## config.mk

```make
export PLATFORM = sky130hd
export DESIGN_NAME = spi_diag_slave
export DESIGN_NICKNAME = d
export VERILOG_FILES = /design/src/rtl/spi_diag_pkg.sv /design/src/rtl/spi_pin_sync.sv /design/src/rtl/spi_edge_qual.sv /design/src/rtl/spi_shift_core.sv /design/src/rtl/spi_diag_slave.sv
export SDC_FILE = /design/constraint.sdc
export NUM_CORES = 1
export LEC_CHECK = 0
export BUFFER_PORTS_ARGS = -buffer_cell sky130_fd_sc_hd__buf_2
export CAP_MARGIN = 20
export CORE_MARGIN = 3
export CORE_UTILIZATION = 60
export DETAILED_ROUTE_END_ITERATION = 8
export GPL_TIMING_DRIVEN = 0
export PLACE_DENSITY = 0.82
export SLEW_MARGIN = 20
export SYNTH_ARGS = -nofsm -noshare
export SYNTH_HDL_FRONTEND = slang
export SYNTH_HIERARCHICAL = 1
export SYNTH_SLANG_ARGS = --single-unit
```

## constraint.sdc

```tcl
create_clock -name clk -period 3.97 [get_ports clk]
set_clock_uncertainty 0.1 [all_clocks]
set_input_delay 0.794 -clock clk [delete_from_list [all_inputs] [get_ports clk]]
set_output_delay 0.794 -clock clk [all_outputs]
set_load 0.005 [all_outputs]
```

## src/rtl/spi_diag_pkg.sv

```systemverilog
`timescale 1ns/1ps
package spi_diag_pkg;

    // Index of each pin inside the synchronizer bank
    localparam int PIN_N   = 4;
    localparam int PIN_CS  = 0;
    localparam int PIN_SCK = 1;
    localparam int PIN_SDI = 2;
    localparam int PIN_CLR = 3;

    // Idle level of each pin after reset: select high, clear inactive high
    localparam logic [PIN_N-1:0] PIN_IDLE = 4'b1001;

    // Events passed from the timing qualifier to the shift core
    typedef struct packed {
        logic cs_fall;
        logic cs_rise;
        logic rise_ok;
        logic fall_ok;
    } spi_evt_t;

    function automatic int imax(int a, int b);
        return (a > b) ? a : b;
    endfunction

    function automatic int cnt_bits(int v);
        return (v < 1) ? 1 : $clog2(v + 1);
    endfunction

endpackage

```

## src/rtl/spi_pin_sync.sv

```systemverilog
`timescale 1ns/1ps
module spi_pin_sync #(
    parameter int          N       = 4,
    parameter logic [N-1:0] RST_VAL = '0
) (
    input  logic         clk,
    input  logic         rst,
    input  logic [N-1:0] pin_i,
    output logic [N-1:0] lvl_o
);

    for (genvar g = 0; g < N; g++) begin : g_sync
        logic meta_q;
        logic stab_q;
        always_ff @(posedge clk) begin
            if (rst) begin
                meta_q <= RST_VAL[g];
                stab_q <= RST_VAL[g];
            end else begin
                meta_q <= pin_i[g];
                stab_q <= meta_q;
            end
        end
        assign lvl_o[g] = stab_q;
    end

endmodule

```

## src/rtl/spi_edge_qual.sv

```systemverilog
`timescale 1ns/1ps
module spi_edge_qual
    import spi_diag_pkg::*;
#(
    parameter int LEAD_CYC   = 25,
    parameter int MIN_HI_CYC = 3,
    parameter int MIN_LO_CYC = 3
) (
    input  logic     clk,
    input  logic     rst,
    input  logic     cs_lvl,
    input  logic     sck_lvl,
    output spi_evt_t evt_o
);

    localparam int LW   = cnt_bits(LEAD_CYC);
    localparam int WMAX = imax(imax(MIN_HI_CYC, MIN_LO_CYC), 1);
    localparam int WW   = cnt_bits(WMAX);
    localparam logic [LW-1:0] LEAD_V = LW'(LEAD_CYC);
    localparam logic [WW-1:0] WMAX_V = WW'(WMAX);
    localparam logic [WW-1:0] HI_V   = WW'(MIN_HI_CYC);
    localparam logic [WW-1:0] LO_V   = WW'(MIN_LO_CYC);

    logic          cs_prev, sck_prev;
    logic [LW-1:0] lead_cnt;
    logic [WW-1:0] wid_cnt;
    logic          armed;
    logic          sck_rise, sck_fall, rise_ok, fall_ok;

    assign sck_rise = sck_lvl & ~sck_prev;
    assign sck_fall = ~sck_lvl & sck_prev;
    assign rise_ok  = sck_rise & ~cs_lvl & (lead_cnt >= LEAD_V) & (wid_cnt >= LO_V);
    assign fall_ok  = sck_fall & ~cs_lvl & armed & (wid_cnt >= HI_V);

    always_comb begin
        evt_o.cs_fall = cs_prev & ~cs_lvl;
        evt_o.cs_rise = ~cs_prev & cs_lvl;
        evt_o.rise_ok = rise_ok;
        evt_o.fall_ok = fall_ok;
    end

    always_ff @(posedge clk) begin
        if (rst) begin
            cs_prev  <= 1'b1;
            sck_prev <= 1'b0;
            lead_cnt <= '0;
            wid_cnt  <= WMAX_V;
            armed    <= 1'b0;
        end else begin
            cs_prev  <= cs_lvl;
            sck_prev <= sck_lvl;
            // cycles elapsed since select went low, saturating at the limit
            if (cs_lvl)
                lead_cnt <= '0;
            else if (lead_cnt != LEAD_V)
                lead_cnt <= lead_cnt + 1'b1;
            // length of the current serial clock phase, saturating
            if (sck_lvl != sck_prev)
                wid_cnt <= WW'(1);
            else if (wid_cnt != WMAX_V)
                wid_cnt <= wid_cnt + 1'b1;
            // a falling edge only counts when its rising edge counted
            if (cs_lvl)
                armed <= 1'b0;
            else if (rise_ok)
                armed <= 1'b1;
            else if (sck_fall)
                armed <= 1'b0;
        end
    end

    if (LEAD_CYC >= 2) begin : g_lead_chk
        assert_lead_R5: assert property (@(posedge clk) disable iff (rst)
            evt_o.cs_fall |=> !rise_ok);
    end

    if (MIN_HI_CYC >= 2) begin : g_high_chk
        assert_high_width_R6: assert property (@(posedge clk) disable iff (rst)
            rise_ok |=> !fall_ok);
    end

endmodule

```

## src/rtl/spi_shift_core.sv

```systemverilog
`timescale 1ns/1ps
module spi_shift_core
    import spi_diag_pkg::*;
#(
    parameter int WORD_W = 16
) (
    input  logic              clk,
    input  logic              rst,
    input  logic              clear,
    input  logic              sdi_lvl,
    input  spi_evt_t          evt_i,
    input  logic [WORD_W-1:0] diag_i,
    output logic [WORD_W-1:0] ctrl_o,
    output logic              sdo_o
);

    localparam int CNT_MAX = WORD_W + 1;
    localparam int CW      = cnt_bits(CNT_MAX);
    localparam logic [CW-1:0] FULL_V = CW'(WORD_W);
    localparam logic [CW-1:0] SAT_V  = CW'(CNT_MAX);

    logic [WORD_W-1:0] in_sr, out_sr, ctrl_q;
    logic [CW-1:0]     bit_cnt;
    logic              sdo_q;
    logic              in_frame;

    always_ff @(posedge clk) begin
        if (rst)
            in_frame <= 1'b0;
        else if (evt_i.cs_fall)
            in_frame <= 1'b1;
        else if (evt_i.cs_rise)
            in_frame <= 1'b0;
    end

    always_ff @(posedge clk) begin
        if (rst || clear) begin
            in_sr   <= '0;
            out_sr  <= '0;
            ctrl_q  <= '0;
            bit_cnt <= '0;
            sdo_q   <= 1'b0;
        end else if (evt_i.cs_fall) begin
            out_sr  <= diag_i;
            bit_cnt <= '0;
            sdo_q   <= 1'b0;
        end else if (evt_i.cs_rise) begin
            if (bit_cnt == FULL_V)
                ctrl_q <= in_sr;
            bit_cnt <= '0;
            sdo_q   <= 1'b0;
        end else if (in_frame) begin
            if (evt_i.rise_ok) begin
                sdo_q  <= out_sr[WORD_W-1];
                out_sr <= {out_sr[WORD_W-2:0], 1'b0};
            end
            if (evt_i.fall_ok) begin
                in_sr <= {in_sr[WORD_W-2:0], sdi_lvl};
                if (bit_cnt != SAT_V)
                    bit_cnt <= bit_cnt + 1'b1;
            end
        end
    end

    assign ctrl_o = ctrl_q;
    assign sdo_o  = sdo_q;

    assert_idle_edges_R7: assert property (@(posedge clk) disable iff (rst)
        (evt_i.rise_ok || evt_i.fall_ok) |-> in_frame);

    assert_short_frame_R3: assert property (@(posedge clk) disable iff (rst)
        (evt_i.cs_rise && !clear && bit_cnt != FULL_V) |=> $stable(ctrl_q));

    assert_clear_off_R8: assert property (@(posedge clk) disable iff (rst)
        clear |=> (ctrl_q == '0 && !sdo_q));

    assert_reset_off_R9: assert property (@(posedge clk)
        rst |=> (ctrl_q == '0 && !sdo_q));

endmodule

```

## src/rtl/spi_diag_slave.sv

```systemverilog
`timescale 1ns/1ps
module spi_diag_slave
    import spi_diag_pkg::*;
#(
    parameter int WORD_W     = 16,
    parameter int LEAD_CYC   = 25,
    parameter int MIN_HI_CYC = 3,
    parameter int MIN_LO_CYC = 3
) (
    input  logic              clk,
    input  logic              rst,
    input  logic              spi_rst_n,
    input  logic              cs_n,
    input  logic              sclk,
    input  logic              sdi,
    input  logic [WORD_W-1:0] diag_word,
    output logic              sdo,
    output logic              sdo_oe,
    output logic [WORD_W-1:0] ctrl_word
);

    logic [PIN_N-1:0] pin_raw, pin_lvl;
    spi_evt_t         evt;
    logic             sdo_bit;

    always_comb begin
        pin_raw          = '0;
        pin_raw[PIN_CS]  = cs_n;
        pin_raw[PIN_SCK] = sclk;
        pin_raw[PIN_SDI] = sdi;
        pin_raw[PIN_CLR] = spi_rst_n;
    end

    spi_pin_sync #(
        .N      (PIN_N),
        .RST_VAL(PIN_IDLE)
    ) i_sync (
        .clk  (clk),
        .rst  (rst),
        .pin_i(pin_raw),
        .lvl_o(pin_lvl)
    );

    spi_edge_qual #(
        .LEAD_CYC  (LEAD_CYC),
        .MIN_HI_CYC(MIN_HI_CYC),
        .MIN_LO_CYC(MIN_LO_CYC)
    ) i_qual (
        .clk    (clk),
        .rst    (rst),
        .cs_lvl (pin_lvl[PIN_CS]),
        .sck_lvl(pin_lvl[PIN_SCK]),
        .evt_o  (evt)
    );

    spi_shift_core #(
        .WORD_W(WORD_W)
    ) i_core (
        .clk    (clk),
        .rst    (rst),
        .clear  (~pin_lvl[PIN_CLR]),
        .sdi_lvl(pin_lvl[PIN_SDI]),
        .evt_i  (evt),
        .diag_i (diag_word),
        .ctrl_o (ctrl_word),
        .sdo_o  (sdo_bit)
    );

    assign sdo_oe = ~pin_lvl[PIN_CS];
    assign sdo    = sdo_oe & sdo_bit;

endmodule

```

; After elaboration in Yosys (flattened, before gate mapping)
; Index checks and enable logic that the tools add are counted.
[word_totals]
ff_bits = 73
in_bits = 22
word_cells = 73
[classes]
n_addsub = 3
n_lt_le_gt_ge = 2
n_eq_ne = 6
muxes = 10
n_bitwise = 18
reduce_logical = 14
[ops]
columns = op, n
row1 = two-way mux 16 bit, 4
row2 = bitwise AND 1 bit, 11
row3 = "adder 5 x 1 -> 5 bit, second input constant", 2
row4 = "!= test 5 bit, second input constant", 2
row5 = nonzero test 2 bit, 5
row6 = AND reduction 3 bit, 3
row7 = inverter 1 bit, 7
row8 = "== test 5 bit, second input constant", 1
row9 = ">= comparator 5 bit, second input constant", 1
row10 = two-way mux 1 bit, 4
row11 = two-way mux 2 bit, 2
row12 = AND reduction 4 bit, 1
row13 = OR reduction 2 bit, 2
row14 = OR reduction 3 bit, 1
row15 = "adder 2 x 1 -> 2 bit, second input constant", 1
row16 = ">= comparator 2 bit, second input constant", 1
row17 = "!= test 2 x 1 -> 1 bit, second input constant", 1
row18 = "!= test 2 bit, second input constant", 1
row19 = AND reduction 2 bit, 1
row20 = logical OR 1 bit, 1
row21 = != test 1 bit, 1

; Depth between registers and ports, before layout
[logic_depth]
ltp_word = 9
depth_mapped = 11
mapped_depth_nobuf = 7

; Modules after synthesis
; Netlist, hierarchy kept.
[modules_own_cells]
columns = module, n_inst, cells_each, area_per_inst_um2
row1 = spi_shift_core, 1, 266, 2379.8
row2 = spi_edge_qual, 1, 51, 499.2
row3 = spi_pin_sync, 1, 20, 240.2
row4 = spi_diag_slave, 1, 3, 13.8

; Worst setup path before layout
; Ideal clock, no wire load.
[synth_timing]
path_kind = register -> register
start = register i_qual.lead_cnt[1]
end = register i_core.out_sr[10]
setup_ns = 0.080
arrival_ns = 1.940
t_required_ns = 3.790
path_slack_ns = 1.849
stages_incl_launch_ff = 12
n_path_buf = 4
period_less_slack_ns = 2.121
path_cell_list = dfxtp_1 > inv_1 > ha_1 > nor4_1 > nor2_1 > buf_4 > and3b_1 > buf_6 > or2_1 > buf_6 > buf_12 > a211oi_2
[synth_via]
elab_chain_len = 5
[synth_lines]
columns = element, line_no
row1 = "start, declared", spi_edge_qual.sv:25  ; logic [LW-1:0] lead_cnt;
row2 = "start signal, assigned", spi_edge_qual.sv:56  ; lead_cnt <= lead_cnt + 1'b1;
row3 = >= comparator 5 bit, spi_edge_qual.sv:32  ; assign rise_ok = sck_rise & ~cs_lvl & (lead_cnt >= LEAD_V) & (wid_cnt >= LO_V);
row4 = bitwise AND 1 bit (2 in series), spi_edge_qual.sv:32
row5 = net i_qual.rise_ok, spi_edge_qual.sv:28  ; logic sck_rise, sck_fall, rise_ok, fall_ok;
row6 = nonzero test 2 bit (no line), --
row7 = AND reduction 3 bit (no line), --
row8 = "end signal, assigned", spi_shift_core.sv:44  ; out_sr <= diag_i;
row9 = "end signal, assigned", spi_shift_core.sv:55  ; out_sr <= {out_sr[WORD_W-2:0], 1'b0};
row10 = "end, declared", spi_shift_core.sv:22  ; logic [WORD_W-1:0] in_sr, out_sr, ctrl_q;
; The timed path passes the listed nets, and every way through them passes these cells.
; A chain may end at the register's enable or synchronous reset.

; Worst setup path in the final report
[layout_timing]
start = register i_qual.lead_cnt[1]
end = register i_core.out_sr[6]
; Same word-level chain as after synthesis.

==> metrics <==
global-route usage over all layers=20.8%; commonest cells after routing, fill and taps aside=dfxtp_1, buf_2, nand2_1; crit-path max FO=10; H-tree depth=3; number of enable flip-flop cells after synthesis=0; Final period util=between 50% and 60%; Syn-to-layout area delta=15.1%; CP startpoint kind=flop; post-synthesis mux area share=5.47%; PD cells=between 400 and 500 mW/mm²; fmax=between 0.4 and 0.5 GHz; CP startpoint=i_qual/lead_cnt[1]; Syn Nets=between 300 and 400; drt initial violations=approximately 160; routed vias=about 2500; initial antenna violation count=0; Finish-stage setup viols=0; dominant synthesized flop cell=dfxtp_1; Worst setup EP type=flop; vias per cell=between 5 and 6; FP Rows=25; routed length per instance=about 13 µm; Final Hold Viols=0; reg2reg setup slack=1640 ps; cells on worst reg2reg path=11; storage element area=0.00146 mm²; Tmin final=around 2300 ps; DP Wirelength=around 4200 µm; num ports=40; CTS sink cnt=between 70 and 80; worst skew pair latency=340 ps; sequential-to-total area share from yosys stat=46.6%; clk slew on worst S/H paths=roughly 70 ps; RSZ-0062 raised after global routing=no; CTS buffer count=9; DRC violations left=0; mapped cell area=around 0.0031 mm²; final wirelength=approximately 5900 µm; Leakage=approximately 0.0013 µW; Final nets=420; TNS Setup=0 ps; Filler Cell Count=between 300 and 400; Slew HR=between 50% and 60%; grt ovf=0; max-slew violations=0; DR pass1 iterations=4; Clock Path Buffers=2; largest family of logic cells by synthesized area=simple AND/OR/NAND/NOR gates; post_cts resized=0; Hold Startpoint=i_sync/g_sync[3].meta_q; post-synth cell types=46; max_cap viols=0; Post-Syn Instances=340; die height=~78 µm; Synth Area in Simple Gates=a little over a fifth; post-route cell area=0.00361 mm²; critical path type=reg2reg; Compound-Gate Fraction of Synth Area=between 10% and 20%; Synth Area per Inst=a little over 9 µm²; Multi-input gate area=about 0.0015 mm²; layout cell share with drive strength beyond 1=approximately 22%; reg-to-reg critical path startpoint=i_qual/lead_cnt[1]; CTS tree=yes; status=finished clean; commonest non-fill, non-tap cell in the layout=dfxtp_1; Slew @ Worst Pin=approximately 670 ps; Reg-to-Reg End=i_core/out_sr[6]; DIE AREA=roughly 0.006 mm²; Synth Area in Adders=under 10%; crit path to=i_core/out_sr[6]; CP Data Arrival Time=about 2500 ps; Placed Area=between 0.003 and 0.004 mm²; Final ANT Viol Nets=0; post-synthesis async set-or-reset flop share=0%; pin count of the biggest net entering global routing=17; Root Buffer=clkbuf_8; Synth Area in XOR/XNOR=1.12%; gpl congestion=0.794; worst endpoint required time=4130 ps; Port Buffers=39; # diodes=0; post-synthesis register bit count=73; Total Power=around 1500 µW; worst hold slack=311 ps; global-route wire length before repair=about 10000 µm; vias in the first global route=~2300; starting density of the core=64.2%; Post CTS Setup Buffer Count=0; Die X=about 80 µm; core footprint=slightly below 0.005 mm²; hold buffer count at CTS=0; Hold Crit Class=reg2reg; VDD IR-drop max=0.261 mV; Yosys warnings=6
synthesized netlist by cell type (all sizes together) (2+ instances only):
library cell,count,area (µm²)
dfxtp,73,1460
nand2,41,154
a21oi,39,195
nand3,22,110
o21ai,19,95.1
a211oi,16,170
mux2i,16,160
buf,15,130
clkbuf,15,56.3
nor3,15,75.1
ha,8,100
inv,8,30.0
nor2,8,30.0
or2,7,43.8
nor2b,6,37.5
or3,3,18.8
xor2,3,26.3
and2b,2,17.5
and4bb,2,25.0
nand3b,2,15.0
nor4,2,12.5
or3b,2,17.5
layer usage:
layer  global-route usage, %  part of all wire (%)  vias to the layer above
met1                    26.3                    45                     1120
met2                    33.6                    49                       73
met5                       0                     0                        -
met4                    9.44                   1.1                        0
li1                        -                     -                     1276
met3                    5.05                   5.4                        6
cell type report:
| cell class | count | share of cell area, % |
|---|---|---|
| Inverter | 8 | 0.832 |
| Sequential cell | 73 | 40.5 |
| Clock buffer | 9 | 3.43 |
| Timing Repair Buffer | 39 | 5.41 |
| Tap cell | 67 | 2.32 |
| Clock inverter | 7 | 1.98 |
| Multi-Input combinational cell | 229 | 40.3 |
| Buffer | 30 | 5.17 |
logic make-up (layout without fill, tap and decap cells):
group,after synthesis,count (layout)
xor gates and xnor gates,4,4
AOI/OAI and AO/OA,77,77
DFF,73,73
adders and majority gates,8,8
and+or+nand+nor,123,123
buffers and inverters,38,93
muxes,17,17
where the power goes:
part / leakage [µW] / internal (µW) / switching [µW]
combinational: 0.000623 / 62.0 / 62.5
clock: 0.000103 / 290 / 273
sequential: 0.000592 / 753 / 10.4
worst min-delay path by stage:
stage / end / slack (ps) / cells after the start
2_1_floorplan: i_sync/g_sync[0].stab_q / 280 / 1
3_3_place_gp: i_sync/g_sync[3].stab_q / 290 / 1
3_5_place_dp: i_sync/g_sync[0].stab_q / 300 / 1
4_1_cts: i_sync/g_sync[3].stab_q / 320 / 1
5_1_grt: i_sync/g_sync[3].stab_q / 330 / 1
6_report: i_sync/g_sync[3].stab_q / 310 / 1
worst max-delay path, stage by stage, from the launching register on:
cell	delay (ps)
dfxtp_1	400
inv_1	70
ha_1	200
nor4_1	280
nor2_1	100
buf_4	150
and3b_1	160
buf_6	130
or2_1	210
buf_6	130
buf_12	140
a211oi_2	170
flip-flops by register name, indices dropped and copies added, names as in the netlist:
register and flops:
i_core/sdo_o 1, i_core/bit_cnt 5, i_qual/armed 1, i_qual/cs_prev 1, i_qual/lead_cnt 5, i_core/in_sr 16
i_core/in_frame 1, i_sync/g_sync.meta_q 4, i_core/ctrl_o 16, i_qual/sck_prev 1, i_core/out_sr 16, i_sync/g_sync.stab_q 4
i_qual/wid_cnt 2
metrics by stage:
stage                     utilization (%)  std cells  setup WS (ps)
after CTS                            73.9        462           1640
after global placement               69.9        446           1570
after global routing                 73.9        462           1490
final                                73.9        462           1640
after floorplan                         -        340           1850
after detailed placement             69.9        446           1530
Note: power is estimated with default switching activity, not from simulation.
